**src/rtl/vsg_pkg.sv**
```systemverilog
package vsg_pkg;

    localparam int unsigned CFG_W        = 8;
    localparam int unsigned DLY_W        = 5;
    localparam int unsigned REM_W        = 5;
    localparam logic [DLY_W-1:0] DLY_BIAS = 5'd12;

    typedef struct packed {
        logic [1:0]       len_code;
        logic             first_rise;
        logic [DLY_W-1:0] delay;
    } vsg_cfg_t;

    typedef enum logic {
        SC_IDLE  = 1'b0,
        SC_ARMED = 1'b1
    } sched_state_e;

    typedef enum logic {
        PS_REST   = 1'b0,
        PS_ACTIVE = 1'b1
    } pulse_state_e;

    function automatic logic [REM_W-1:0] len_lines(input logic [1:0] code);
        logic [REM_W-1:0] n;
        unique case (code)
            2'b00: n = 5'd1;
            2'b01: n = 5'd2;
            2'b10: n = 5'd4;
            default: n = 5'd16;
        endcase
        return n;
    endfunction

endpackage

```
**src/rtl/vsg_line_tracker.sv**
```systemverilog
module vsg_line_tracker
    import vsg_pkg::*;
#(
    parameter int unsigned LINE_W = 10
) (
    input  logic              clk,
    input  logic              rst_n,
    input  logic              line_stb,
    input  logic              vbi_stb,
    output logic              bnd,
    output logic [LINE_W-1:0] pos_cur,
    output logic [LINE_W-1:0] pos_next,
    output logic [LINE_W:0]   meas_len,
    output logic              meas_ok,
    output logic              sat
);

    localparam logic [LINE_W-1:0] IDX_MAX = '1;

    logic [LINE_W-1:0] idx_q;
    logic              seen_q;
    logic              sat_q;

    assign bnd = line_stb | vbi_stb;

    always_comb begin
        if (vbi_stb) begin
            pos_next = '0;
        end else if (idx_q == IDX_MAX) begin
            pos_next = IDX_MAX;
        end else begin
            pos_next = idx_q + 1'b1;
        end
    end

    always_ff @(posedge clk or negedge rst_n) begin
        if (!rst_n) begin
            idx_q  <= '0;
            seen_q <= 1'b0;
            sat_q  <= 1'b0;
        end else if (bnd) begin
            idx_q <= pos_next;
            if (vbi_stb) begin
                seen_q <= 1'b1;
                sat_q  <= 1'b0;
            end else if (idx_q == IDX_MAX) begin
                sat_q <= 1'b1;
            end
        end
    end

    assign pos_cur  = idx_q;
    assign meas_len = {1'b0, idx_q} + 1'b1;
    assign meas_ok  = seen_q & ~sat_q;
    assign sat      = sat_q;

    // a blanking strobe always restarts the index at 0
    a_r10_vbi_restart: assert property (@(posedge clk) disable iff (!rst_n)
        vbi_stb |=> (idx_q == '0));

    // an overflow stays flagged until the next blanking strobe
    a_r6_sat_sticky: assert property (@(posedge clk) disable iff (!rst_n)
        (sat_q && !vbi_stb) |=> sat_q);

endmodule

```
**src/rtl/vsg_scheduler.sv**
```systemverilog
module vsg_scheduler
    import vsg_pkg::*;
#(
    parameter int unsigned LINE_W = 10
) (
    input  logic              clk,
    input  logic              rst_n,
    input  logic              bnd,
    input  logic              vbi_stb,
    input  logic [LINE_W-1:0] pos_cur,
    input  logic [LINE_W-1:0] pos_next,
    input  logic [LINE_W:0]   meas_len,
    input  logic              meas_ok,
    input  logic              sat,
    input  logic [DLY_W-1:0]  delay,
    output logic              fire
);

    localparam int unsigned SUM_W = LINE_W + 2;
    localparam logic [SUM_W-1:0] NEG_MIN  = SUM_W'(DLY_BIAS) + 1'b1;
    localparam logic [SUM_W-1:0] BIAS_EXT = SUM_W'(DLY_BIAS);

    sched_state_e      state_q, state_d;
    logic [LINE_W-1:0] tgt_q, tgt_d;
    logic              fire_d;

    logic              ahead;
    logic [DLY_W-1:0]  dly_off;
    logic [SUM_W-1:0]  sum;
    logic [SUM_W-1:0]  sum_off;
    logic              new_ok;
    logic [LINE_W-1:0] new_tgt;

    // target for the field that the current blanking strobe opens
    always_comb begin
        ahead   = (delay >= DLY_BIAS);
        dly_off = delay - DLY_BIAS;
        sum     = {1'b0, meas_len} + SUM_W'(delay);
        sum_off = sum - BIAS_EXT;
        if (ahead) begin
            new_ok  = 1'b1;
            new_tgt = LINE_W'(dly_off);
        end else begin
            new_ok  = meas_ok && (sum >= NEG_MIN);
            new_tgt = sum_off[LINE_W-1:0];
        end
    end

    // transition decode
    always_comb begin
        state_d = state_q;
        tgt_d   = tgt_q;
        fire_d  = 1'b0;
        if (vbi_stb) begin
            if (new_ok && (new_tgt == '0)) begin
                fire_d  = 1'b1;
                state_d = SC_IDLE;
            end else if (new_ok) begin
                state_d = SC_ARMED;
                tgt_d   = new_tgt;
            end else begin
                state_d = SC_IDLE;
            end
        end else begin
            unique case (state_q)
                SC_IDLE: begin
                    state_d = SC_IDLE;
                end
                SC_ARMED: begin
                    if (bnd && (pos_next == tgt_q)) begin
                        fire_d  = 1'b1;
                        state_d = SC_IDLE;
                    end else if (sat) begin
                        state_d = SC_IDLE;
                    end
                end
                default: state_d = SC_IDLE;
            endcase
        end
    end

    // state register
    always_ff @(posedge clk or negedge rst_n) begin
        if (!rst_n) begin
            state_q <= SC_IDLE;
            tgt_q   <= '0;
        end else begin
            state_q <= state_d;
            tgt_q   <= tgt_d;
        end
    end

    // outputs
    always_comb begin
        fire = fire_d;
    end

    // a negative offset with no valid measurement leaves nothing armed
    a_r6_no_meas_no_arm: assert property (@(posedge clk) disable iff (!rst_n)
        (vbi_stb && (delay < DLY_BIAS) && !meas_ok) |=> (state_q == SC_IDLE));

    // an armed target always lies ahead of the current line index
    a_r5_target_ahead: assert property (@(posedge clk) disable iff (!rst_n)
        (state_q == SC_ARMED) |-> (tgt_q > pos_cur));

    // a start request only ever coincides with a boundary
    a_r4_fire_on_boundary: assert property (@(posedge clk) disable iff (!rst_n)
        fire |-> bnd);

endmodule

```
**src/rtl/vsg_pulse_fsm.sv**
```systemverilog
module vsg_pulse_fsm
    import vsg_pkg::*;
(
    input  logic       clk,
    input  logic       rst_n,
    input  logic       bnd,
    input  logic       fire,
    input  logic [1:0] len_code,
    input  logic       first_rise,
    output logic       vs_out
);

    pulse_state_e     state_q, state_d;
    logic [REM_W-1:0] rem_q, rem_d;
    logic             lvl_q, lvl_d;
    logic             act;

    // transition decode
    always_comb begin
        state_d = state_q;
        rem_d   = rem_q;
        lvl_d   = lvl_q;
        unique case (state_q)
            PS_REST: begin
                if (fire) begin
                    state_d = PS_ACTIVE;
                    rem_d   = len_lines(len_code);
                    lvl_d   = first_rise;
                end
            end
            PS_ACTIVE: begin
                if (bnd) begin
                    if (rem_q == 5'd1) begin
                        state_d = PS_REST;
                        rem_d   = '0;
                    end else begin
                        rem_d = rem_q - 1'b1;
                    end
                end
            end
            default: state_d = PS_REST;
        endcase
    end

    // state register
    always_ff @(posedge clk or negedge rst_n) begin
        if (!rst_n) begin
            state_q <= PS_REST;
            rem_q   <= '0;
            lvl_q   <= 1'b1;
        end else begin
            state_q <= state_d;
            rem_q   <= rem_d;
            lvl_q   <= lvl_d;
        end
    end

    // outputs
    always_comb begin
        act = (state_q == PS_ACTIVE);
        if (act) begin
            vs_out = lvl_q;
        end else begin
            vs_out = ~first_rise;
        end
    end

    // pulse edges follow a boundary
    a_r7_edge_after_boundary: assert property (@(posedge clk) disable iff (!rst_n)
        ($rose(act) || $fell(act)) |-> $past(bnd));

    // the level is held for the whole pulse, whatever is written meanwhile
    a_r8_level_held: assert property (@(posedge clk) disable iff (!rst_n)
        (act && $past(act)) |-> $stable(vs_out));

    // the remaining length stays in range while active
    a_r7_len_range: assert property (@(posedge clk) disable iff (!rst_n)
        act |-> ((rem_q != '0) && (rem_q <= 5'd16)));

endmodule

```
**src/rtl/vsync_pulse_gen.sv**
```systemverilog
module vsync_pulse_gen
    import vsg_pkg::*;
#(
    parameter int unsigned LINE_W    = 10,
    parameter logic [7:0]  CFG_RESET = 8'h6F
) (
    input  logic       clk,
    input  logic       rst_n,
    input  logic       line_stb,
    input  logic       vbi_stb,
    input  logic       cfg_we,
    input  logic [7:0] cfg_wdata,
    output logic [7:0] cfg_rdata,
    output logic       vs_out
);

    vsg_cfg_t          cfg_q;
    logic              bnd;
    logic [LINE_W-1:0] pos_cur;
    logic [LINE_W-1:0] pos_next;
    logic [LINE_W:0]   meas_len;
    logic              meas_ok;
    logic              sat;
    logic              fire;

    always_ff @(posedge clk or negedge rst_n) begin
        if (!rst_n) begin
            cfg_q <= vsg_cfg_t'(CFG_RESET);
        end else if (cfg_we) begin
            cfg_q <= vsg_cfg_t'(cfg_wdata);
        end
    end

    assign cfg_rdata = cfg_q;

    vsg_line_tracker #(.LINE_W(LINE_W)) u_track (
        .clk      (clk),
        .rst_n    (rst_n),
        .line_stb (line_stb),
        .vbi_stb  (vbi_stb),
        .bnd      (bnd),
        .pos_cur  (pos_cur),
        .pos_next (pos_next),
        .meas_len (meas_len),
        .meas_ok  (meas_ok),
        .sat      (sat)
    );

    vsg_scheduler #(.LINE_W(LINE_W)) u_sched (
        .clk      (clk),
        .rst_n    (rst_n),
        .bnd      (bnd),
        .vbi_stb  (vbi_stb),
        .pos_cur  (pos_cur),
        .pos_next (pos_next),
        .meas_len (meas_len),
        .meas_ok  (meas_ok),
        .sat      (sat),
        .delay    (cfg_q.delay),
        .fire     (fire)
    );

    vsg_pulse_fsm u_pulse (
        .clk        (clk),
        .rst_n      (rst_n),
        .bnd        (bnd),
        .fire       (fire),
        .len_code   (cfg_q.len_code),
        .first_rise (cfg_q.first_rise),
        .vs_out     (vs_out)
    );

    // a write is visible on the read port from the next cycle
    a_r9_readback: assert property (@(posedge clk) disable iff (!rst_n)
        cfg_we |=> (cfg_rdata == $past(cfg_wdata)));

endmodule

```
**config.mk**
```make
export PLATFORM = sky130hd
export DESIGN_NAME = vsync_pulse_gen
export DESIGN_NICKNAME = d
export VERILOG_FILES = /design/src/rtl/vsg_pkg.sv /design/src/rtl/vsg_line_tracker.sv /design/src/rtl/vsg_scheduler.sv /design/src/rtl/vsg_pulse_fsm.sv /design/src/rtl/vsync_pulse_gen.sv
export SDC_FILE = /design/constraint.sdc
export NUM_CORES = 1
export LEC_CHECK = 0
export ABC_CLOCK_PERIOD_IN_PS = 3450
export CELL_PAD_IN_SITES_DETAIL_PLACEMENT = 0
export CELL_PAD_IN_SITES_GLOBAL_PLACEMENT = 1
export CORE_ASPECT_RATIO = 1.1
export CORE_MARGIN = 8
export CORE_UTILIZATION = 40
export DETAILED_ROUTE_END_ITERATION = 6
export PLACE_DENSITY_LB_ADDON = 0.1
export SLEW_MARGIN = 25
export SYNTH_ARGS = -nofsm -noshare
export SYNTH_HDL_FRONTEND = slang
export SYNTH_SLANG_ARGS = --single-unit
```
**constraint.sdc**
```tcl
create_clock -name clk -period 3.45 [get_ports clk]
set_input_delay 0.345 -clock clk [delete_from_list [all_inputs] [get_ports clk]]
set_output_delay 0.345 -clock clk [all_outputs]
set_load 0.1 [all_outputs]
```
==> flow_summary.json <==
{
  "synthXorXnorAreaFrac": 0.0536,
  "post_drt_wl_per_cell_um": 18.0,
  "report.final.setup_viol": 0,
  "worst_hold_endpoint": "u_track.seen_q",
  "postSynthNetCount": 372,
  "tritoncts": "done",
  "required_ns": 3.64,
  "worstReg2RegStart": "cfg_rdata[0]",
  "gp_routability_congestion": 0.805,
  "power_leakage_nw": 1.59,
  "fin_skew_ns": 0.0126,
  "drt-pass1-iter-count": 4,
  "vdd.ir_drop.worst_v": 0.000543,
  "cts.sinks": 38,
  "start_util": 0.411,
  "synth_area_um2": 3060,
  "numPortBuffers": 21,
  "number_of_hold_violations_in_the_final_report": 0,
  "gr-usage-met1": 0.205,
  "ant_nets": 0,
  "vias": 2740,
  "synth.area.mux_share": 0.0855,
  "syn-mean-instance-area_um2": 8.79,
  "timing.final.crit_share": 0.982,
  "max_cap_violations": 0,
  "synth_enable_flop_cells": 0,
  "yosysSeqAreaShare": 0.314,
  "max_root_sink_buffers": 2,
  "final_net_count": 408,
  "use_met2": 0.261,
  "critPathCaptureType": "register",
  "use_met3": 0.0233,
  "placed_cells_incl_taps": 457,
  "detail_route.iter0.violations": 195,
  "insertedDiodeCount": 0,
  "max_clock_freq_mhz": 295,
  "post_detailed_route_drc_marker_count": 0,
  "holdCritPathClass": "register to register",
  "timing.reg2reg.worst_path_depth": 12,
  "io_pins": 22,
  "die_x_um": 99.4,
  "seq_area_um2": 972,
  "yosysWarnings": 0,
  "endpoint_arrival_time_on_the_critical_path_ns": 3.58,
  "synth-compound-area-share": 0.232,
  "synth_flop_cell": "sky130_fd_sc_hd__dfrtp_1",
  "layout_setup_ws_ns": 0.0605,
  "cts_made_buffers": 5,
  "reg2reg_setup_slack_ns": 0.06,
  "tightest_slew_ns": 0.978,
  "relSlewSlack": 0.346,
  "dp.final_hpwl_um": 6250,
  "multi_input_area_um2": 2060,
  "htreeDepth": 2,
  "crit_fanout": 6,
  "die_h_um": 108,
  "hold_path_startpoint": "u_track.seen_q",
  "synth.lib_cells_used.distinct": 70,
  "n_fill_cell": 711,
  "drive_above_1_share": 0.229,
  "largest_family_of_logic_cells_by_synthesized_area": "compound AO/OA/AOI/OAI gates",
  "synth_area_in_simple_gates": 0.212,
  "synthesis.instances": 348,
  "cellPowerDensity_nw_per_um2": 515,
  "regToRegEndpoint": "u_sched.tgt_q[9]",
  "setup_repair_after_global_routing_missed_its_margin": "yes",
  "finalWorstPathRequiredPeriod_ns": 3.39,
  "worstSkewPairLatency_ns": 0.31,
  "cts.root.buffer_cell": "sky130_fd_sc_hd__clkbuf_8",
  "total_power_mw": 1.94,
  "clk_transition_reported_paths_ns": 0.09,
  "worstHoldPathCells": 1,
  "via_per_inst": 5.81,
  "whs_ns": 0.467,
  "floorplan.die_area_um2": 10700,
  "routed_wirelength_um": 8500,
  "grt_pass1_wl_um": 13500,
  "synthArstFlopShare": 1.00,
  "result_of_the_run": "complete, no violations",
  "grt_pass1_vias": 2632,
  "syn2layout_area_growth_pct": 23.4,
  "finish.utilization": 0.508,
  "fin_cells": 472,
  "start_kind": "register",
  "timing.final.max_slew_violations": 0,
  "coreArea_um2": 7430,
  "globalRouteOverflowTotal": 0,
  "timing.setup.critical_path_class": "register to register",
  "floorplan.rows": 33,
  "postSynthRegisterBits": 38,
  "grt_most_used_layer": "met2",
  "synth-adder-area-share": 0.0475,
  "grt_use_total": 0.160,
  "initial_antenna_violation_count": 0,
  "grt_start_max_net_pins": 39,
  "pre_cts_ws_ns": 0.0124
}
[synthesized netlist by cell type (2+ instances only)]
master	number	area, um^2
sky130_fd_sc_hd__nand2b_1	4	25.0
sky130_fd_sc_hd__nand2_1	24	90.1
sky130_fd_sc_hd__xor2_1	7	61.3
sky130_fd_sc_hd__mux2i_1	7	70.1
sky130_fd_sc_hd__and3_1	4	25.0
sky130_fd_sc_hd__a21boi_0	2	15.0
sky130_fd_sc_hd__a41oi_1	3	26.3
sky130_fd_sc_hd__o31ai_1	4	30.0
sky130_fd_sc_hd__o211ai_1	2	15.0
sky130_fd_sc_hd__buf_4	7	52.6
sky130_fd_sc_hd__nor3b_1	2	15.0
sky130_fd_sc_hd__and4_1	3	26.3
sky130_fd_sc_hd__a211o_1	3	26.3
sky130_fd_sc_hd__o41ai_1	3	26.3
sky130_fd_sc_hd__ha_1	10	125
sky130_fd_sc_hd__o21ai_0	18	90.1
sky130_fd_sc_hd__o31a_1	3	26.3
sky130_fd_sc_hd__nor4b_1	3	26.3
sky130_fd_sc_hd__a211oi_1	5	37.5
sky130_fd_sc_hd__clkbuf_1	10	37.5
sky130_fd_sc_hd__o2111ai_1	3	26.3
sky130_fd_sc_hd__nor3_1	10	50.1
sky130_fd_sc_hd__nand3_1	11	55.1
sky130_fd_sc_hd__or2_2	2	12.5
sky130_fd_sc_hd__a21o_1	6	45.0
sky130_fd_sc_hd__inv_1	13	48.8
sky130_fd_sc_hd__nand4_1	4	25.0
sky130_fd_sc_hd__xnor2_1	9	78.8
sky130_fd_sc_hd__o2111a_1	2	22.5
sky130_fd_sc_hd__a31oi_1	7	43.8
sky130_fd_sc_hd__nor2b_1	5	31.3
sky130_fd_sc_hd__mux2_2	9	101
sky130_fd_sc_hd__a21bo_2	2	20.0
sky130_fd_sc_hd__a21oi_1	17	85.1
sky130_fd_sc_hd__buf_2	4	20.0
sky130_fd_sc_hd__nor4_1	5	31.3
sky130_fd_sc_hd__nor2_1	29	109
sky130_fd_sc_hd__mux2_1	8	90.1
sky130_fd_sc_hd__or3_1	3	18.8
sky130_fd_sc_hd__dfstp_2	7	184
sky130_fd_sc_hd__and2_1	7	43.8
sky130_fd_sc_hd__a311oi_1	3	26.3
sky130_fd_sc_hd__dfrtp_1	31	776
[how the worst max path moves through the flow]
stage / start / to / slack (ns) / depth (start not counted)
after floorplan: cfg_rdata[2] / u_pulse.rem_q[4] / 0.006 / 12
after global placement: cfg_rdata[0] / u_pulse.rem_q[4] / 0.10 / 12
after detailed placement: cfg_rdata[0] / u_pulse.rem_q[4] / 0.01 / 13
after CTS: cfg_rdata[0] / u_pulse.rem_q[4] / 0.02 / 12
after global routing: cfg_rdata[0] / u_sched.tgt_q[0] / -0.07 / 12
final: cfg_rdata[0] / u_sched.tgt_q[9] / 0.06 / 12
[layout by cell type, fill, tap and decap left out, drive strengths merged, types with 4 or more instances in the layout]
| cell type | count |
|---|---|
| and2 | 7 |
| buf | 30 |
| mux2 | 17 |
| nor3 | 10 |
| dfstp | 7 |
| a211oi | 6 |
| mux2i | 7 |
| nand4 | 4 |
| a21oi | 18 |
| dfrtp | 31 |
| nor4 | 6 |
| ha | 10 |
| xnor2 | 9 |
| o31ai | 4 |
| clkbuf | 5 |
| nand2b | 4 |
| nor2b | 5 |
| o21ai | 19 |
| a31oi | 7 |
| clkdlybuf4s50 | 19 |
| a21o | 6 |
| nand3 | 11 |
| inv | 13 |
| and3 | 4 |
| nor2 | 29 |
| nand2 | 25 |
| xor2 | 7 |
[layer usage]
metal	wire [um]	part of all wire
met5	0	0
met4	215	0.025
met3	240	0.028
met2	4180	0.49
met1	3870	0.45
[power by group]
part | total, mW | internal [mW] | switching [mW]
sequential | 0.664 | 0.550 | 0.115
clock | 0.481 | 0.290 | 0.191
combinational | 0.797 | 0.361 | 0.436
[registers in the layout (all words and copies together) (netlist names)]
signal,cells
cfg_rdata,8
u_pulse.act,1
u_pulse.lvl_q,1
u_pulse.rem_q,5
u_sched.state_q,1
u_sched.tgt_q,10
u_track.pos_cur,10
u_track.sat,1
u_track.seen_q,1
[kinds of logic after synthesis]
group	Yosys count
simple gates	124
compound gates	99
flops	38
buf+inv	35
mux	24
xor+xnor	17
fa+ha+maj	11
[layout make-up]
class,instances,area share
clock inverter,3,0.0182
inverter,13,0.0136
timing repair buffer,50,0.117
multi-input combinational,276,0.546
tap,87,0.0288
sequential,38,0.258
clock buffer,5,0.0182
[what timing repair did]
action | CTS | global route
gates resized for setup | 1 | 22
setup buffers | 0 | 4
pin swaps | 0 | 12
gates cloned | 0 | 1
hold buffers | 0 | 1
setup endpoints to repair | 1 | 15
endpoints found under the hold margin | 0 | 1
[metrics by stage]
| step | area [um^2] | TNS, ns |
|---|---|---|
| 2_1_floorplan | 3090 | 0 |
| 3_3_place_gp | 3460 | 0 |
| 3_5_place_dp | 3460 | 0 |
| 4_1_cts | 3600 | 0 |
| 5_1_grt | 3770 | -0.608 |
| 6_report | 3770 | 0 |
[critical path: stages (launching register included)]
cell and delay (ns):
sky130_fd_sc_hd__dfstp_4 0.65, sky130_fd_sc_hd__inv_4 0.04, sky130_fd_sc_hd__ha_4 0.15, sky130_fd_sc_hd__fa_2 0.38, sky130_fd_sc_hd__and2b_1 0.25, sky130_fd_sc_hd__o22a_1 0.21
sky130_fd_sc_hd__xor2_2 0.12, sky130_fd_sc_hd__a21o_1 0.24, sky130_fd_sc_hd__o31a_1 0.31, sky130_fd_sc_hd__o2111ai_2 0.21, sky130_fd_sc_hd__nand2b_1 0.13, sky130_fd_sc_hd__a21bo_4 0.28
sky130_fd_sc_hd__mux2_4 0.31
Note: power is estimated with default switching activity, not from simulation.
